<file path="config.mk">
export PLATFORM = sky130hd
export DESIGN_NAME = word_delay_line
export DESIGN_NICKNAME = d
export VERILOG_FILES = /design/src/rtl/dly_pkg.sv /design/src/rtl/dly_ring_ptr.sv /design/src/rtl/dly_ring_mem.sv /design/src/rtl/dly_ff_chain.sv /design/src/rtl/word_delay_line.sv
export SDC_FILE = /design/constraint.sdc
export NUM_CORES = 1
export LEC_CHECK = 0
export BUFFER_PORTS_ARGS = -buffer_cell sky130_fd_sc_hd__buf_2
export CORE_MARGIN = 2
export CORE_UTILIZATION = 40
export CTS_CLUSTER_DIAMETER = 120
export DETAILED_ROUTE_END_ITERATION = 8
export GPL_TIMING_DRIVEN = 0
export PLACE_DENSITY_LB_ADDON = 0.3
export RECOVER_POWER = 50
export SYNTH_ARGS = -nofsm -noshare
export SYNTH_HDL_FRONTEND = slang
export SYNTH_SLANG_ARGS = --single-unit
</file>
<file path="constraint.sdc">
create_clock -name clk -period 7.7 [get_ports clk]
set_clock_uncertainty 0.1 [all_clocks]
set_input_delay 1.54 -clock clk [delete_from_list [all_inputs] [get_ports clk]]
set_output_delay 1.54 -clock clk [all_outputs]
set_load 0.02 [all_outputs]
</file>
<file path="src/rtl/dly_pkg.sv">
package dly_pkg;
  // Width of an index into a ring of the given number of entries (at least 1 bit).
  function automatic int ring_index_width(input int entries);
    return (entries > 1) ? $clog2(entries) : 1;
  endfunction
endpackage

</file>
<file path="src/rtl/dly_ring_ptr.sv">
module dly_ring_ptr #(
  parameter int ENTRIES = 7,
  parameter int PTR_W   = 3
) (
  input  logic             clk,
  output logic [PTR_W-1:0] ptr
);
  localparam logic [PTR_W-1:0] LAST_IDX = PTR_W'(ENTRIES - 1);

  logic [PTR_W-1:0] ptr_q = '0;

  always_ff @(posedge clk) begin
    if (ptr_q == LAST_IDX) ptr_q <= '0;
    else                   ptr_q <= ptr_q + PTR_W'(1);
  end

  assign ptr = ptr_q;
endmodule

</file>
<file path="src/rtl/dly_ring_mem.sv">
module dly_ring_mem #(
  parameter int ENTRIES = 7,
  parameter int WIDTH   = 32,
  parameter int PTR_W   = 3
) (
  input  logic             clk,
  input  logic [PTR_W-1:0] idx,
  input  logic [WIDTH-1:0] wr_word,
  output logic [WIDTH-1:0] rd_word
);
  logic [WIDTH-1:0] cells [ENTRIES];
  logic [WIDTH-1:0] rd_q;

  // Registered read of the old cell, then overwrite: read-before-write port.
  always_ff @(posedge clk) begin
    rd_q       <= cells[idx];
    cells[idx] <= wr_word;
  end

  assign rd_word = rd_q;
endmodule

</file>
<file path="src/rtl/dly_ff_chain.sv">
module dly_ff_chain #(
  parameter int STAGES = 8,
  parameter int WIDTH  = 32
) (
  input  logic             clk,
  input  logic [WIDTH-1:0] d_in,
  output logic [WIDTH-1:0] d_out
);
  logic [WIDTH-1:0] stage_q [STAGES];

  always_ff @(posedge clk) stage_q[0] <= d_in;

  for (genvar s = 1; s < STAGES; s++) begin : g_stage
    always_ff @(posedge clk) stage_q[s] <= stage_q[s-1];
  end

  assign d_out = stage_q[STAGES-1];
endmodule

</file>
<file path="src/rtl/word_delay_line.sv">
module word_delay_line #(
  parameter int LENGTH  = 8,
  parameter int WIDTH   = 32,
  parameter bit USE_RAM = 1'b1
) (
  input  logic             clk,
  input  logic [WIDTH-1:0] din,
  output logic [WIDTH-1:0] dout
);
  localparam int RING_ENTRIES = LENGTH - 1;
  localparam int PTR_W        = dly_pkg::ring_index_width(RING_ENTRIES);

  logic [PTR_W-1:0] ring_ptr;

  if (USE_RAM) begin : g_ring
    dly_ring_ptr #(.ENTRIES(RING_ENTRIES), .PTR_W(PTR_W)) i_ptr (
      .clk (clk),
      .ptr (ring_ptr)
    );
    dly_ring_mem #(.ENTRIES(RING_ENTRIES), .WIDTH(WIDTH), .PTR_W(PTR_W)) i_mem (
      .clk     (clk),
      .idx     (ring_ptr),
      .wr_word (din),
      .rd_word (dout)
    );
  end else begin : g_chain
    assign ring_ptr = '0;
    dly_ff_chain #(.STAGES(LENGTH), .WIDTH(WIDTH)) i_chain (
      .clk   (clk),
      .d_in  (din),
      .d_out (dout)
    );
  end
endmodule

</file>
==> metrics.csv <==
metric,value,unit
worst path cell trace,"clkbuf_1, buf_4, inv_1, clkbuf_1, nor2_4, buf_12",
max layer used,met4,
Psw,0.521,mW
final wirelength,19.9,mm
TNS Setup,0,ns
first-pass GRT wire length,29.6,mm
most frequent cells in the layout,"224 x edfxtp_1, 57 x mux2i_1, 47 x buf_2",
diode count,0,
fmax,346,MHz
Detail Route met2 WL,9.74,mm
critical path's top delay family,buffers and inverters,
final hold violations,0,
Placer Congestion,0.727,
htree depth,1,
Root Driver,clkbuf_16,
Synth Area in Compound Gates,6.57,%
Crit Path Class,flop to flop,
post-synthesis cell count,519,
Comb pwr share,0.6,%
CTS Buffer Depth,3,
die span in y,157,um
area share of fa/ha/maj cells after synthesis,0.268,%
CP endpoint kind,flop,
Via density,5.11,
Sw Ratio,18.2,%
vias in the first global route,5071,
"Slew Viols, Final",0,
"commonest non-fill, non-tap cell in the layout",edfxtp_1,
"Seq/Total Area, Yosys",79.4,%
Layout Utilization,48.6,%
Slew HR,24.5,%
post-synthesis mux area share,8.75,%
"Hold-fix buffers, CTS",0,
simple-gate share of the synthesized area,3.21,%
DR pass1 iterations,4,
Num Clock Sinks,259,
clk_lat worst skew,0.52,ns
"FF+latch count, synth",259,
required time of the critical path,7.82,ns
Worst-Margin Slew,1.13,ns
Total GRT Usage,16.3,%
Mapped Nets,554,
critical-path maximum fanout,19,
Hold Crit Depth,2,
I/O pin count,65,
CTS tree,built,
Final ANT Viol Nets,0,
Int Pwr,2.33,mW
Mapped Area,9350,um2
VDD IR max,0.219,mV
total gr overflow,0,
crit start category,flop,
period utilization,37.6,%
Mean Syn Cell Area,18.0,um2
Met1 Wirelength,8.46,mm
Arrival @ worst endpoint,3.01,ns
Iter 0 DRT Violations,313,
Hold WC Path Type,flop to flop,
# setup viols final,0,
Worst R2R Path Depth,6,
Netlist cell types,35,
synthesis-to-finish area growth,18.3,%
Final HPWL DP,11.6,mm
Site Rows,55,
power share of the sequential group,53.3,%
main combinational cell family by area after synthesis,multiplexers,
core box area,22800,um2
Bufs and invs on worst path,5,
Lkg Pwr,3.58,nW
outcome,completed,
share of total power in the clock network,46.0,%
Worst Slack Setup Final,4.81,ns
xor and xnor area share after synthesis,0,%
WL per Instance,20.9,um
die area,24600,um2
Inserted Clock Buffers,26,
"EDFF count, synth",224,
Tot Pwr,2.85,mW
Main synth FF type,edfxtp_1,
CP Depth,6,
post-CTS sizing,0,
pre-CTS setup slack,5.12,ns
filler cell count in the final layout,1922,
YS warnings,0,
maxcap violations,0,
initial core utilization,41.1,%
Worst path slowest cell,nor2_4,
antenna violations before repair,0,
Post-CTS Setup Repair Bufs,0,
PwrDens,258,nW/um2
pin count of the biggest net entering global routing,42,
critical path's largest stage delay,0.61,ns
# DRC,0,
CP most frequent cell,clkbuf_1,
async set or reset register ratio after synthesis,0,%
number of port buffers,64,
Nets,652,
post-route minimum period,2.89,ns
Die Wd,157,um
via count,4850,
"Clk pin slew, worst setup/hold paths",0.06,ns
RSZ-0062 raised after global routing,false,
layout cell share with drive strength beyond 1,20.3,%
met3 WL,1.11,mm
path summary, 6_finish.rpt:
kind | start | endpoint | slack [ns]
worst max-delay path | g_ring.i_ptr.ptr[1] | g_ring.i_mem.cells[3][2] | 4.81
worst min register to register | g_ring.i_mem.cells[4][2] | g_ring.i_mem.rd_word[2] | 0.36
worst min-delay path | g_ring.i_mem.cells[4][2] | g_ring.i_mem.rd_word[2] | 0.36
worst max register to register | g_ring.i_ptr.ptr[1] | g_ring.i_mem.cells[3][2] | 4.81
layer usage:
metal	GRT usage [%]	vias to the layer above
met5	0	-
li1	-	2236
met2	27.9	133
met4	5.46	0
met1	20.9	2441
met3	3.19	40
power groups by stage:
stage                     Combinational (mW)  Sequential (mW)  Clock [mW]
after global placement                0.0176             1.55           0
final                                 0.0180             1.52        1.31
after CTS                             0.0204             1.52        1.34
after global routing                  0.0205             1.52        1.40
after floorplan                  0.000000647             1.55           0
after detailed placement              0.0204             1.55           0
logic make-up after synthesis:
group	Yosys count
mux	79
simple gates	61
compound gates	87
flops	259
fa+ha+maj	2
buf+inv	31
final cells by class:
class / instances / area [um2] / area share [%]
Multi-Input combinational cell: 229 / 1790 / 16.2
Sequential cell: 259 / 7430 / 67.1
Clock buffer: 31 / 691 / 6.24
Tap cell: 313 / 392 / 3.54
Timing Repair Buffer: 70 / 400 / 3.62
Clock inverter: 17 / 215 / 1.94
Buffer: 29 / 146 / 1.32
Inverter: 2 / 7.51 / 0.0678
metrics by stage:
step                hold WS (ns)  std cells  area [um2]
CTS                        0.363        950       11100
finish                     0.356        950       11100
global route               0.391        950       11100
floorplan                  0.330        519        9350
detailed placement         0.351        902       10200
global placement           0.352        896       10100
sequential cells by signal, summed over array words and instances (netlist names):
signal,count
g_ring.i_mem.rd_word,32
g_ring.i_mem.cells,224
g_ring.i_ptr.ptr,3
cell usage after synthesis, types with 3 or more instances:
library cell,instances,area share (%)
a211o_1,4,0.37
a21o_1,14,1.1
a22o_1,4,0.37
a22oi_1,13,1.0
a32oi_1,10,0.94
buf_2,21,1.1
buf_4,3,0.24
dfxtp_1,35,7.5
edfxtp_1,224,72
mux2_2,22,2.6
mux2i_1,57,6.1
nand2_1,25,1.0
nand3_1,13,0.70
nand3b_1,4,0.32
nor2_1,9,0.36
o21a_1,3,0.24
o21ai_0,18,0.96
o221ai_1,3,0.28
o22ai_1,14,0.94
worst min-delay path, stage by stage (launching register included):
cell and delay (ns):
edfxtp_1 0.32, a32oi_1 0.05, nand3_1 0.06
Power figures use the tool's default switching activity.
